<file path="src/rtl/sigchk_pkg.sv">
package sigchk_pkg;
  localparam int unsigned SIG_W = 16;
  localparam logic [SIG_W-1:0] SIG_POLY = 16'h002D;
  localparam logic [SIG_W-1:0] SIG_SEED = 16'hFFFF;

  typedef enum logic [2:0] {
    ST_IDLE,
    ST_APPLY,
    ST_CHECK,
    ST_RETEST,
    ST_PASS,
    ST_FAIL
  } ctl_state_t;
endpackage

</file>
<file path="src/rtl/misr_comp.sv">
module misr_comp
  import sigchk_pkg::*;
#(
  parameter int unsigned IN_W = 6
) (
  input  logic             clk,
  input  logic             rst_n,
  input  logic             load,
  input  logic             en,
  input  logic [IN_W-1:0]  din,
  output logic [SIG_W-1:0] sig
);
  logic [SIG_W-1:0] din_ext;
  logic [SIG_W-1:0] fb;
  logic [SIG_W-1:0] nxt;

  assign din_ext = SIG_W'(din);
  assign fb      = sig[SIG_W-1] ? SIG_POLY : '0;
  assign nxt     = {sig[SIG_W-2:0], 1'b0} ^ fb ^ din_ext;

  always_ff @(posedge clk or negedge rst_n) begin
    if (!rst_n)    sig <= SIG_SEED;
    else if (load) sig <= SIG_SEED;
    else if (en)   sig <= nxt;
  end

  // no beat, no change
  p_hold_r2: assert property (@(posedge clk) disable iff (!rst_n)
    (!load && !en) |=> $stable(sig));
  // every seed load lands on the seed value
  p_seed_r3: assert property (@(posedge clk) disable iff (!rst_n)
    load |=> (sig == SIG_SEED));
endmodule

</file>
<file path="src/rtl/retest_fsm.sv">
module retest_fsm
  import sigchk_pkg::*;
#(
  parameter int unsigned RC_W = 4
) (
  input  logic            clk,
  input  logic            rst_n,
  input  logic            start,
  input  logic            beat_last,
  input  logic            ats_ok,
  input  logic            trs_ok,
  input  logic [RC_W-1:0] max_retest,
  output logic            applying,
  output logic            seed_load,
  output logic            retest_req,
  output logic            done,
  output logic            pass,
  output logic [RC_W-1:0] retests_used
);
  ctl_state_t      state, nxt;
  logic [RC_W-1:0] used_q, limit_q;
  logic            pass_q;

  always_comb begin
    nxt = state;
    unique case (state)
      ST_IDLE:   if (start) nxt = ST_APPLY;
      ST_APPLY:  if (beat_last) nxt = ST_CHECK;
      ST_CHECK: begin
        if (ats_ok)                nxt = trs_ok ? ST_PASS : ST_FAIL;
        else if (used_q < limit_q) nxt = ST_RETEST;
        else                       nxt = ST_FAIL;
      end
      ST_RETEST: nxt = ST_APPLY;
      ST_PASS:   nxt = ST_IDLE;
      ST_FAIL:   nxt = ST_IDLE;
      default:   nxt = ST_IDLE;
    endcase
  end

  always_ff @(posedge clk or negedge rst_n) begin
    if (!rst_n) begin
      state   <= ST_IDLE;
      used_q  <= '0;
      limit_q <= '0;
      pass_q  <= 1'b0;
    end else begin
      state <= nxt;
      if (state == ST_IDLE && start) begin
        used_q  <= '0;
        limit_q <= max_retest;
        pass_q  <= 1'b0;
      end else if (state == ST_RETEST) begin
        used_q <= used_q + RC_W'(1);
      end
      if (state == ST_CHECK && nxt == ST_PASS) pass_q <= 1'b1;
    end
  end

  assign applying     = (state == ST_APPLY);
  assign seed_load    = (state == ST_IDLE && start) || (state == ST_RETEST);
  assign retest_req   = (state == ST_RETEST);
  assign done         = (state == ST_PASS) || (state == ST_FAIL);
  assign pass         = pass_q;
  assign retests_used = used_q;

  // strobes are single-cycle and never overlap
  p_done_pulse_r5: assert property (@(posedge clk) disable iff (!rst_n)
    done |=> !done);
  p_strobe_excl_r5: assert property (@(posedge clk) disable iff (!rst_n)
    $onehot0({done, retest_req}));
  // good stimulus, bad response fails without retest
  p_trs_fail_r7: assert property (@(posedge clk) disable iff (!rst_n)
    (state == ST_CHECK && ats_ok && !trs_ok) |=> (done && !pass));
  // the retest count never exceeds the sampled limit
  p_cap_r9: assert property (@(posedge clk) disable iff (!rst_n)
    used_q <= limit_q);
endmodule

</file>
<file path="src/rtl/sig_retest_ctrl.sv">
module sig_retest_ctrl
  import sigchk_pkg::*;
#(
  parameter int unsigned SYM_W  = 6,
  parameter int unsigned RESP_W = 4,
  parameter int unsigned RC_W   = 4
) (
  input  logic              clk,
  input  logic              rst_n,
  input  logic              start,
  input  logic [RC_W-1:0]   max_retest,
  input  logic [SIG_W-1:0]  exp_ats,
  input  logic [SIG_W-1:0]  exp_trs,
  input  logic              sym_valid,
  output logic              sym_ready,
  input  logic [SYM_W-1:0]  sym_data,
  input  logic              sym_last,
  input  logic [RESP_W-1:0] resp_data,
  output logic              retest_req,
  output logic              done,
  output logic              pass,
  output logic [RC_W-1:0]   retests_used
);
  logic             accept;
  logic             seed_load;
  logic [SIG_W-1:0] ats_sig;
  logic [SIG_W-1:0] trs_sig;

  assign accept = sym_valid && sym_ready;

  misr_comp #(.IN_W(SYM_W)) u_ats (
    .clk(clk), .rst_n(rst_n), .load(seed_load), .en(accept),
    .din(sym_data), .sig(ats_sig)
  );

  misr_comp #(.IN_W(RESP_W)) u_trs (
    .clk(clk), .rst_n(rst_n), .load(seed_load), .en(accept),
    .din(resp_data), .sig(trs_sig)
  );

  retest_fsm #(.RC_W(RC_W)) u_fsm (
    .clk(clk), .rst_n(rst_n), .start(start),
    .beat_last(accept && sym_last),
    .ats_ok(ats_sig == exp_ats), .trs_ok(trs_sig == exp_trs),
    .max_retest(max_retest), .applying(sym_ready), .seed_load(seed_load),
    .retest_req(retest_req), .done(done), .pass(pass),
    .retests_used(retests_used)
  );

  // the last beat closes the input
  p_last_closes_r1: assert property (@(posedge clk) disable iff (!rst_n)
    (accept && sym_last) |=> !sym_ready);
  // both compactors move together on a beat
  p_fold_together_r4: assert property (@(posedge clk) disable iff (!rst_n)
    (!accept && !seed_load) |=> ($stable(ats_sig) && $stable(trs_sig)));
endmodule

</file>
<file path="config.mk">
export PLATFORM = sky130hd
export DESIGN_NAME = sig_retest_ctrl
export DESIGN_NICKNAME = d
export VERILOG_FILES = /design/src/rtl/sigchk_pkg.sv /design/src/rtl/misr_comp.sv /design/src/rtl/retest_fsm.sv /design/src/rtl/sig_retest_ctrl.sv
export SDC_FILE = /design/constraint.sdc
export NUM_CORES = 1
export LEC_CHECK = 0
export BUFFER_PORTS_ARGS = -buffer_cell sky130_fd_sc_hd__buf_2
export CAP_MARGIN = 20
export CORE_UTILIZATION = 52
export CTS_CLUSTER_DIAMETER = 50
export DETAILED_ROUTE_END_ITERATION = 10
export PLACE_DENSITY = 0.77
export SLEW_MARGIN = 10
export SYNTH_ARGS = -nofsm -noshare
export SYNTH_HDL_FRONTEND = slang
export SYNTH_HIERARCHICAL = 1
export SYNTH_SLANG_ARGS = --single-unit
</file>
<file path="constraint.sdc">
create_clock -name clk -period 2.2 [get_ports clk]
set_input_delay 0.55 -clock clk [delete_from_list [all_inputs] [get_ports clk]]
set_output_delay 0.55 -clock clk [all_outputs]
set_load 0.005 [all_outputs]
</file>
==> impl_summary.md <==
Min path
The type of the worst min-delay path is in2async.

Timing
The period utilization is 85.47%. The post-route setup TNS is 0 ns. Static timing analysis puts the maximum clock frequency at approximately 0.53 GHz.

The worst relative slew slack is 65.87%. The minimum clock period is ~1.9 ns. The final-report max-slew violation count was 0. Setup repair after global routing left no endpoint under its margin.

For the pin with the worst max-slew slack, the measured transition is 0.5098 ns. The worst setup skew after layout is between 0.004 and 0.005 ns. The total of endpoints with negative setup slack in the final report is 0. The count of final hold-check violations is 0.

Logic synthesis
The area share of the leading cell type in the synthesized netlist is 32.68%. The fraction of the mapped netlist area in simple logic gates is 17.61%. Yosys attributes the largest share of cell area to sky130_fd_sc_hd__dfstp_2 33%, sky130_fd_sc_hd__dfrtp_1 12%, sky130_fd_sc_hd__a211o_1 11%. Counting flops with an async set or reset pin after synthesis yields a share of 100.0%.

The number of enable flip-flop cells after synthesis is 0. The fraction of synthesized area in multiplexers is 0.3891%. The synthesized netlist occupies a cell area of 0.002572 sq mm. The synthesized netlist devotes 14.11% of its cell area to compound gates.

The main combinational cell family by area after synthesis is XOR/XNOR gates. For this run, the leading register cell type out of synthesis is sky130_fd_sc_hd__dfstp_2. Sequential cells were found to cover 44.36% of the synthesized design area. After Yosys synthesis, full adders, half adders and majority gates account for 1.946% of the synthesized area. The count of state elements after synthesis is 44. The synthesized instance count is 224. The synthesized netlist net count is 279.

After synthesis, the mean cell area works out to 11.48 sq um. The fraction of synthesized cell area in xor and xnor cells is 18.24%. Yosys mapped the design onto 38 distinct sky130hd cell types. The cell type with the highest aggregate area in the netlist is sky130_fd_sc_hd__dfstp_2. The count of yosys warnings during synthesis is 6.

Pwr
The power density over the cells is 1359 mW/mm^2. The leakage power of the design is 0.001367 uW. Across the VDD grid, the largest voltage drop is between 600 and 700 uV.

Global route
The number of antenna violations at the first check in global routing is 0. The number of global-route vias before repair is 1864. The first global-routing pass estimated 8211 microns of wire. Global routing finished with a remaining overflow of 0. Global routing used 20.19% of the available tracks. The maximum number of pins on one net before global-route repair is 65.

Clock tree
After clock tree synthesis, the clock-pin slew on the worst setup and hold paths is 0.08 ns. The post-cts repair resize count is 0. The clock latency on the worst-skew pair is 0.29 ns. The buffer type at the clock tree root is sky130_fd_sc_hd__clkbuf_8. Buffers added to address setup during post-CTS repair amount to 0. The H-tree was split into 2 levels. The tree built by TritonCTS fans out to 44 sinks.

The TritonCTS buffer count is 5. The TritonCTS clock tree is yes. Hold repair after CTS inserted 0 buffers. In this run the deepest clock path goes through 2 buffers.

Finish
The layout overhead on the synthesized area is 17.07%. The count of antenna diodes in the layout is 0. In the final layout, the share of cells above drive strength 1 is 38.43%. The final-stage net count is 335. The final cell count without fillers is 348.

Placed design
Including well taps, the total number of placed cells is 340. The routability congestion estimate is about 0.76. The number of I/O port buffers is 58. The HPWL after detailed placement is 3487 microns.

Die
The number of placement rows is 25. The area enclosed by the die boundary is 0.005232 sq mm. The y dimension of the die is 72.34 microns. The floorplan step defined a core boundary enclosing 0.004755 sq mm. The width of the chip is 72.34 microns. Pin placement for this block handled 59 I/O pins. The initial standard-cell utilization of the core is 54.11%.

Status
The run finished with clean final reports.

Route
The wire length reported by the detailed router is 4802 microns. The count of nets left with antenna violations once routing finished came out at 0. Dividing the detail-routed via count by the number of cells gives 5.284. The number of remaining DRC errors is 0. The length of the first detailed-routing pass in iterations is 4. After the first detailed-routing iteration, the DRC count stood at 80. Across all layers, the routed design uses roughly 1800 vias. After detailed routing, the average wire length per cell comes to between 10 and 15 microns.

Setup path
The delay of the slowest critical-path stage is approximately 0.50 ns. STA classifies the critical path endpoint as an output pin. For the worst flop-to-flop path, the logic depth is 6.

The required time of the critical path is 1.65 ns. The critical path depth in cells is 3. The highest fanout seen on the critical path is 10. The worst setup path is of the reg2out kind.

The critical path goes through nand3b_2 -> inv_1 -> buf_2. STA classifies the critical path startpoint as a register. The data arrival at the endpoint of the critical path is 1.33 ns. The largest delay contributor family on the critical path is flip-flops.

The critical path contains buffers and inverters numbering 2 combined. Among all stages on the critical path, the largest delay is contributed by sky130_fd_sc_hd__dfrtp_1.

Run
The tool flagged a number of max-cap violations equal to 0.
[state kept, by name (all words and copies together), names as in the netlist]
name,cells
u_ats/sig,16
u_trs/sig,16
u_fsm/limit_q,4
u_fsm/retests_used,4
u_fsm/state,3
u_fsm/pass,1
[layer usage]
metal | track usage [%] | routed length [microns]
met5 | 0 | 0
met4 | 6.972 | 81
met3 | 4.306 | 171
met2 | 34.37 | 2300
met1 | 25.50 | 2249
[cells in the final DEF, fill, tap and decap left out, types with 2 or more instances in the layout]
cell type and count:
sky130_fd_sc_hd__clkbuf_1 2, sky130_fd_sc_hd__nand4b_1 2, sky130_fd_sc_hd__ha_1 4, sky130_fd_sc_hd__a211o_1 32
sky130_fd_sc_hd__xor2_1 8, sky130_fd_sc_hd__buf_2 58, sky130_fd_sc_hd__nand4_1 8, sky130_fd_sc_hd__nor2_1 4
sky130_fd_sc_hd__nor4_2 2, sky130_fd_sc_hd__inv_1 4, sky130_fd_sc_hd__buf_4 2, sky130_fd_sc_hd__dfrtp_1 12
sky130_fd_sc_hd__o21ai_0 4, sky130_fd_sc_hd__xor3_1 5, sky130_fd_sc_hd__clkbuf_8 5, sky130_fd_sc_hd__dfstp_2 32
sky130_fd_sc_hd__xnor2_1 32, sky130_fd_sc_hd__nand2_1 8, sky130_fd_sc_hd__nor2b_1 34, sky130_fd_sc_hd__nor3b_1 2
sky130_fd_sc_hd__buf_12 2
[synth_stat cells, types with 2 or more instances]
cell,count
sky130_fd_sc_hd__nor4_2,2
sky130_fd_sc_hd__clkbuf_1,2
sky130_fd_sc_hd__inv_1,4
sky130_fd_sc_hd__nand4b_1,2
sky130_fd_sc_hd__xor3_1,5
sky130_fd_sc_hd__a211o_1,32
sky130_fd_sc_hd__nor2_1,4
sky130_fd_sc_hd__ha_1,4
sky130_fd_sc_hd__nor3b_1,2
sky130_fd_sc_hd__xnor2_1,32
sky130_fd_sc_hd__nor2b_1,34
sky130_fd_sc_hd__xor2_1,8
sky130_fd_sc_hd__nand2_1,8
sky130_fd_sc_hd__buf_2,9
sky130_fd_sc_hd__dfrtp_1,12
sky130_fd_sc_hd__dfstp_2,32
sky130_fd_sc_hd__nand4_1,8
sky130_fd_sc_hd__o21ai_0,4
[stage by stage]
stage | setup slack (ns) | power, uW | cell area, sq um | utilization, % | hold WS (ns)
detailed placement | 0.3939 | 3635 | 2932 | 61.66 | 0.4603
global route | 0.2163 | 4393 | 3012 | 63.34 | 0.2393
CTS | 0.3123 | 4128 | 3012 | 63.34 | 0.2233
finish | 0.3197 | 4093 | 3012 | 63.34 | 0.2150
floorplan | 0.4906 | 3205 | 2572 | - | 0.2544
global placement | 0.4120 | 3567 | 2932 | 61.66 | 0.4552
[where the power goes]
| group | switching, uW | internal, uW |
|---|---|---|
| sequential | 367 | 1380 |
| combinational | 782 | 1090 |
| clock | 258 | 221 |
[worst register-to-register path, cell delays in order, from the launching register on]
cell	delay [ns]
sky130_fd_sc_hd__dfrtp_1	0.50
sky130_fd_sc_hd__nand2b_1	0.22
sky130_fd_sc_hd__nor2_1	0.15
sky130_fd_sc_hd__and2_2	0.19
sky130_fd_sc_hd__buf_12	0.25
sky130_fd_sc_hd__nor2b_1	0.11
sky130_fd_sc_hd__a211o_1	0.27
[final cells by class]
cell class	count	area, sq um
inverters	4	15.01
clock buffers	7	76.32
repair buffers	62	345.3
fillers	420	1743
flip-flops and latches	44	1141
clock inverters	1	3.754
well taps	67	83.83
multi-input cells	163	1346
[cells by family after synthesis]
logic type               count (synthesis)
AO/OA/AOI/OAI                           44
AND/OR/NAND/NOR                         69
buffers and inverters                   17
flip-flops                              44
adder cells (fa/ha/maj)                  4
XOR/XNOR                                45
multiplexers                             1
[final timing paths]
kind,startpoint,endpoint,slack [ns]
max in group asynchronous,rst_n,u_trs/sig[9],1.34
min,rst_n,u_fsm/state[2],0.21
min in group clk,max_retest[0],u_fsm/limit_q[0],0.45
min reg2reg,u_fsm/limit_q[0],u_fsm/limit_q[0],0.48
max reg2reg,u_fsm/state[1],u_trs/sig[5],0.44
max,u_fsm/state[2],retest_req,0.32
Power figures use the tool's default switching activity.
